### config.mk
export PLATFORM = sky130hd
export DESIGN_NAME = ctlb_top
export DESIGN_NICKNAME = d
export VERILOG_FILES = /design/src/rtl/ctlb_pkg.sv /design/src/rtl/ctlb_lowest.sv /design/src/rtl/ctlb_match_array.sv /design/src/rtl/ctlb_rr_ptr.sv /design/src/rtl/ctlb_top.sv
export SDC_FILE = /design/constraint.sdc
export NUM_CORES = 1
export LEC_CHECK = 0
export ABC_AREA = 1
export BUFFER_PORTS_ARGS = -buffer_cell sky130_fd_sc_hd__buf_2
export CAP_MARGIN = 20
export CORE_MARGIN = 2
export CORE_UTILIZATION = 60
export DETAILED_ROUTE_END_ITERATION = 8
export PLACE_DENSITY = 0.78
export SLEW_MARGIN = 20
export SYNTH_ARGS = -nofsm -noshare
export SYNTH_HDL_FRONTEND = slang
export SYNTH_SLANG_ARGS = --single-unit
### constraint.sdc
create_clock -name clk -period 9.19 [get_ports clk]
set_input_delay 1.838 -clock clk [delete_from_list [all_inputs] [get_ports clk]]
set_output_delay 1.838 -clock clk [all_outputs]
set_load 0.05 [all_outputs]
### src/rtl/ctlb_pkg.sv
package ctlb_pkg;

  localparam int unsigned DEF_ENTRIES = 8;
  localparam int unsigned DEF_VPN_W   = 20;
  localparam int unsigned DEF_PFN_W   = 20;
  localparam int unsigned DEF_CTX_W   = 8;
  localparam int unsigned DEF_DOM_W   = 4;

  typedef enum logic [1:0] {
    SLOT_NONE   = 2'd0,
    SLOT_MATCH  = 2'd1,
    SLOT_FREE   = 2'd2,
    SLOT_VICTIM = 2'd3
  } slot_kind_e;

  // Round-robin successor of a slot index for a cache of n slots.
  function automatic int unsigned rr_next(input int unsigned cur, input int unsigned n);
    return (cur + 1 >= n) ? 0 : cur + 1;
  endfunction

endpackage

### src/rtl/ctlb_lowest.sv
module ctlb_lowest #(
  parameter int unsigned N    = 8,
  parameter int unsigned IDXW = (N > 1) ? $clog2(N) : 1
) (
  input  logic [N-1:0]    req_i,
  output logic            found_o,
  output logic [IDXW-1:0] idx_o
);

  always_comb begin
    found_o = 1'b0;
    idx_o   = '0;
    for (int i = N - 1; i >= 0; i--) begin
      if (req_i[i]) begin
        found_o = 1'b1;
        idx_o   = IDXW'(i);
      end
    end
  end

endmodule

### src/rtl/ctlb_match_array.sv
module ctlb_match_array #(
  parameter int unsigned N     = 8,
  parameter int unsigned VPN_W = 20,
  parameter int unsigned CTX_W = 8,
  parameter int unsigned DOM_W = 4,
  localparam int unsigned DOM_N = 1 << DOM_W
) (
  input  logic [N-1:0]            valid_i,
  input  logic [N-1:0][VPN_W-1:0] vpn_i,
  input  logic [N-1:0][CTX_W-1:0] ctx_i,
  input  logic [N-1:0][DOM_W-1:0] dom_i,
  input  logic [CTX_W-1:0]        cur_ctx_i,
  input  logic [DOM_N-1:0]        dmask_i,
  input  logic [VPN_W-1:0]        look_vpn_i,
  input  logic [VPN_W-1:0]        fill_vpn_i,
  output logic [N-1:0]            qual_o,
  output logic [N-1:0]            fmatch_o
);

  for (genvar g = 0; g < N; g++) begin : g_slot
    logic ctx_ok;
    logic dom_ok;
    assign ctx_ok      = (ctx_i[g] == cur_ctx_i);
    assign dom_ok      = dmask_i[dom_i[g]];
    assign qual_o[g]   = valid_i[g] && ctx_ok && dom_ok && (vpn_i[g] == look_vpn_i);
    assign fmatch_o[g] = valid_i[g] && ctx_ok && (vpn_i[g] == fill_vpn_i);
  end

endmodule

### src/rtl/ctlb_rr_ptr.sv
module ctlb_rr_ptr
  import ctlb_pkg::*;
#(
  parameter int unsigned N    = 8,
  parameter int unsigned IDXW = (N > 1) ? $clog2(N) : 1
) (
  input  logic            clk,
  input  logic            rst_n,
  input  logic            clear_i,
  input  logic            advance_i,
  output logic [IDXW-1:0] ptr_o
);

  always_ff @(posedge clk) begin
    if (!rst_n || clear_i) begin
      ptr_o <= '0;
    end else if (advance_i) begin
      ptr_o <= IDXW'(rr_next(int'(ptr_o), N));
    end
  end

endmodule

### src/rtl/ctlb_top.sv
module ctlb_top
  import ctlb_pkg::*;
#(
  parameter int unsigned ENTRIES = DEF_ENTRIES,
  parameter int unsigned VPN_W   = DEF_VPN_W,
  parameter int unsigned PFN_W   = DEF_PFN_W,
  parameter int unsigned CTX_W   = DEF_CTX_W,
  parameter int unsigned DOM_W   = DEF_DOM_W,
  localparam int unsigned DOM_N  = 1 << DOM_W,
  localparam int unsigned IDXW   = (ENTRIES > 1) ? $clog2(ENTRIES) : 1
) (
  input  logic             clk,
  input  logic             rst_n,
  input  logic             flush_i,
  input  logic             ctx_we_i,
  input  logic [CTX_W-1:0] ctx_i,
  input  logic             dmask_we_i,
  input  logic [DOM_N-1:0] dmask_i,
  input  logic             fill_en_i,
  input  logic [VPN_W-1:0] fill_vpn_i,
  input  logic [PFN_W-1:0] fill_pfn_i,
  input  logic [DOM_W-1:0] fill_dom_i,
  input  logic [VPN_W-1:0] look_vpn_i,
  output logic             look_hit_o,
  output logic [PFN_W-1:0] look_pfn_o
);

  // Entry storage
  logic [ENTRIES-1:0]            valid_q;
  logic [ENTRIES-1:0][VPN_W-1:0] vpn_q;
  logic [ENTRIES-1:0][PFN_W-1:0] pfn_q;
  logic [ENTRIES-1:0][CTX_W-1:0] ctx_q;
  logic [ENTRIES-1:0][DOM_W-1:0] dom_q;

  // Control registers
  logic [CTX_W-1:0] cur_ctx_q;
  logic [DOM_N-1:0] dmask_q;

  // Named internal events
  logic [ENTRIES-1:0] qual_vec;
  logic [ENTRIES-1:0] fmatch_vec;
  logic               hit_found;
  logic [IDXW-1:0]    hit_idx;
  logic               m_found;
  logic [IDXW-1:0]    m_idx;
  logic               f_found;
  logic [IDXW-1:0]    f_idx;
  logic [IDXW-1:0]    rr_ptr;
  logic               fill_take;
  logic               victim_used;
  logic [IDXW-1:0]    slot_idx;
  slot_kind_e         slot_kind;
  logic [CTX_W-1:0]   hit_ctx;
  logic [DOM_W-1:0]   hit_dom;

  ctlb_match_array #(
    .N(ENTRIES), .VPN_W(VPN_W), .CTX_W(CTX_W), .DOM_W(DOM_W)
  ) u_match (
    .valid_i   (valid_q),
    .vpn_i     (vpn_q),
    .ctx_i     (ctx_q),
    .dom_i     (dom_q),
    .cur_ctx_i (cur_ctx_q),
    .dmask_i   (dmask_q),
    .look_vpn_i(look_vpn_i),
    .fill_vpn_i(fill_vpn_i),
    .qual_o    (qual_vec),
    .fmatch_o  (fmatch_vec)
  );

  ctlb_lowest #(.N(ENTRIES), .IDXW(IDXW)) u_hit_pick (
    .req_i  (qual_vec),
    .found_o(hit_found),
    .idx_o  (hit_idx)
  );

  ctlb_lowest #(.N(ENTRIES), .IDXW(IDXW)) u_match_pick (
    .req_i  (fmatch_vec),
    .found_o(m_found),
    .idx_o  (m_idx)
  );

  ctlb_lowest #(.N(ENTRIES), .IDXW(IDXW)) u_free_pick (
    .req_i  (~valid_q),
    .found_o(f_found),
    .idx_o  (f_idx)
  );

  ctlb_rr_ptr #(.N(ENTRIES), .IDXW(IDXW)) u_rr (
    .clk      (clk),
    .rst_n    (rst_n),
    .clear_i  (flush_i),
    .advance_i(victim_used),
    .ptr_o    (rr_ptr)
  );

  // Lookup result
  assign look_hit_o = hit_found;
  assign look_pfn_o = hit_found ? pfn_q[hit_idx] : '0;
  assign hit_ctx    = ctx_q[hit_idx];
  assign hit_dom    = dom_q[hit_idx];

  // Fill slot selection: match, then free, then victim
  assign fill_take = fill_en_i && !flush_i;

  always_comb begin
    if (!fill_take) begin
      slot_kind = SLOT_NONE;
      slot_idx  = '0;
    end else if (m_found) begin
      slot_kind = SLOT_MATCH;
      slot_idx  = m_idx;
    end else if (f_found) begin
      slot_kind = SLOT_FREE;
      slot_idx  = f_idx;
    end else begin
      slot_kind = SLOT_VICTIM;
      slot_idx  = rr_ptr;
    end
  end

  assign victim_used = (slot_kind == SLOT_VICTIM);

  // Control registers
  always_ff @(posedge clk) begin
    if (!rst_n) begin
      cur_ctx_q <= '0;
      dmask_q   <= '1;
    end else begin
      if (ctx_we_i)   cur_ctx_q <= ctx_i;
      if (dmask_we_i) dmask_q   <= dmask_i;
    end
  end

  // Valid bits
  always_ff @(posedge clk) begin
    if (!rst_n || flush_i) begin
      valid_q <= '0;
    end else if (slot_kind != SLOT_NONE) begin
      valid_q[slot_idx] <= 1'b1;
    end
  end

  // Entry payload, no reset needed
  always_ff @(posedge clk) begin
    if (rst_n && slot_kind != SLOT_NONE) begin
      vpn_q[slot_idx] <= fill_vpn_i;
      pfn_q[slot_idx] <= fill_pfn_i;
      ctx_q[slot_idx] <= cur_ctx_q;
      dom_q[slot_idx] <= fill_dom_i;
    end
  end

endmodule

==> metrics <==
Max Root-Sink Buffers 3; synth top area cells edfxtp_1, nand2_1, nand3_1; Worst setup EP type output port; most area-hungry cell type in the Yosys netlist edfxtp_1; worst-path fanout max 41; Synth top area share 0.535; post-placement cell area around 24000 um2; post-route ant nets 0; Critical path buffers and inverters 5; Synth cell types 50; Die X around 200 um; critical path depth in cells 16; Slew Limit Fails 0; Yosys reg bits 451; final wirelength 65600 um; worst-margin pin slew between 1 and 1.5 ns; Max-cap violations 0; fin nets between 2000 and 3000; DR iter-0 viols between 1500 and 2000; Area growth syn-to-layout 9.63%; Final Hold Viols 0; CTS tree built; Post-Syn Instances between 2000 and 2500; Worst Hold Class reg -> reg; largest net degree at the start of global routing slightly above 80; RSZ-0062 raised after global routing false; via count roughly 18000; Yosys warning total 0; die footprint around 40000 um2; Tot Pwr 4.46 mW; GP Congestion roughly 0.99; Power per Cell Area between 150 and 200 nW/um2; CTS sink count 451; top post-synthesis cells by count nand2_1, edfxtp_1, inv_1; max frequency 131 MHz; Global Route Usage Sum 0.326; first-pass GRT wire length between 90000 and 100000 um; # IOs ~120; Critical Path Slowest Stage Cell nor4_1; fin area 25600 um2; post-cts sizing count 0; Die Y 201 um; Post-synth EDFFs between 400 and 500; H-tree depth 2; status completed; final setup fails 0; # Post-CTS Setup Buffers 0; cell chain of the critical path buf_2, inv_2, or2_2, nand3_1, nor4_1, and3_1, nand3_2, nand2_1, inv_2, nand2_2, inv_2, nand3_1, nand2_1, nand2_1, nand2_1, buf_2; CP max stage delay approximately 0.71 ns; number of global-route vias before repair between 15000 and 20000; port bufs between 100 and 150; Main synth FF type edfxtp_1; reg-to-reg setup timing slack 4.58 ns; via/cell ratio 5.71; hold depth 2; Period minus WS final roughly 7.7 ns; clock root cell clkbuf_16; Routed wire per std cell about 21 um; Detailed Place HPWL between 40000 and 50000 um; Final Instance Count excl. Fillers between 3000 and 4000; GRT overflow 0; kind of critical path in -> out; mapped cell area roughly 23000 um2; FF-to-FF Start cur_ctx_q[4]$_SDFFE_PN0P_; Rows between 70 and 80; Slew HR 0.270; Max Clock Skew between 0.02 and 0.03 ns; CP most frequent cell nand2_1; Post-Place Worst Slack roughly 1.6 ns; final core occ 0.664; Avg Cell Area, Syn 9.35 um2; hold_buf cts 0; drt pass-1 iters 6; CP startpoint kind input port; worst reg2reg endpoint dom_q[22]$_DFFE_PP_; maximum VDD drop roughly 0.17 mV; clock latency on the worst-skew pair roughly 0.6 ns; Tcrit/Tclk final 0.833; Leak around 10 nW; core box area just under 40000 um2; cell family with most CP delay simple AND/OR/NAND/NOR gates; final worst slack 1.53 ns; Reg clk slew, reported paths about 0.06 ns; placed cells 3033; Hold Startpoint u_rr.ptr_o[1]$_SDFFE_PP0N_; Register-to-Register Path Depth 15; setup tns final 0 ns; worst hold slack about 0.51 ns; antenna violations before repair 1; Worst EP arrival between 5 and 6 ns; Initial Util 0.605; hold endpoint u_rr.ptr_o[1]$_SDFFE_PP0N_; sequential area share after synthesis 0.565; CTS buffer count 48; ratio of cells with drive above 1 in the final layout 0.101; Worst EP required about 7.4 ns; Synth Net Count around 2600; Remaining DRCs 0; Post-synth ARST share 0; most numerous cell in the Yosys netlist nand2_1
logic make-up after synthesis:
logic type | after synthesis | share of synthesized area
XOR/XNOR | 207 | 0.0777
adder cells (fa/ha/maj) | 1 | 0.000536
flip-flops | 451 | 0.565
buffers and inverters | 444 | 0.0823
AO/OA/AOI/OAI | 209 | 0.0510
AND/OR/NAND/NOR | 1184 | 0.223
report_power, final:
| part | switching [mW] | leakage [nW] | internal [mW] |
|---|---|---|---|
| combinational | 0.180 | 5.71 | 0.0827 |
| sequential | 0.0305 | 4.05 | 2.26 |
| clock | 0.799 | 0.743 | 1.11 |
| total | 1.01 | 10.5 | 3.45 |
layer usage:
layer	wire length, um	share of wire	up-vias	GRT usage
met3	5150	0.078	144	0.0465
li1	-	-	8407	-
met5	0	0	-	0
met4	2400	0.037	0	0.128
met2	30800	0.47	776	0.527
met1	27200	0.41	8477	0.449
flip-flops by register name, indices dropped and copies added (netlist names):
name        cells
valid_q         8
ctx_q          64
vpn_q         160
pfn_q         160
u_rr.ptr_o      3
cur_ctx_q       8
dom_q          32
dmask_q        16
worst max path at each step:
stage	start	end	slack, ns
2_1_floorplan	fill_vpn_i[5]	ctx_q[0]$_DFFE_PP_	1.93
3_3_place_gp	look_vpn_i[5]	look_pfn_o[15]	1.70
3_5_place_dp	look_vpn_i[5]	look_pfn_o[10]	1.64
4_1_cts	look_vpn_i[5]	look_pfn_o[10]	1.64
5_1_grt	look_vpn_i[3]	look_pfn_o[15]	1.26
6_report	look_vpn_i[5]	look_pfn_o[10]	1.53
placed cells by master, fill, tap and decap left out, types with 18 or more instances in the layout:
cell	synthesis	final
buf_2	73	114
dfxtp_1	35	35
nand4_1	39	39
a21oi_1	60	60
xnor2_1	138	138
clkbuf_16	0	49
edfxtp_1	416	416
or2_2	18	18
inv_1	319	319
nor3_1	45	44
xor2_1	69	69
nor2_1	139	132
nand2_1	609	609
nand3_1	277	277
o22ai_1	29	29
o211ai_1	22	22
o21ai_0	72	72
cell type report:
cell class,count,area [um2]
Sequential cell,451,13200
Tap cell,518,648
Fill cell,3089,13000
Inverter,337,1260
Clock buffer,58,1260
Timing Repair Buffer,126,673
Antenna cell,1,2.50
Multi-Input combinational cell,1601,8280
Clock inverter,26,262
worst reg2reg max path: stages, from the launching register on:
cell and delay, ns:
dfxtp_1 0.79, inv_1 0.27, nand2_1 0.14, o21ai_0 0.10, nor2_1 0.11, nand3_1 0.15
nor2_4 0.23, nand4_1 0.23, nand2_1 0.17, nor2_2 0.07, nand3_1 0.07, nand2_1 0.12
a21oi_1 0.23, nand3_1 0.19, nor2_4 0.82, buf_4 0.56
No activity file was read; power rests on OpenSTA's default activity.
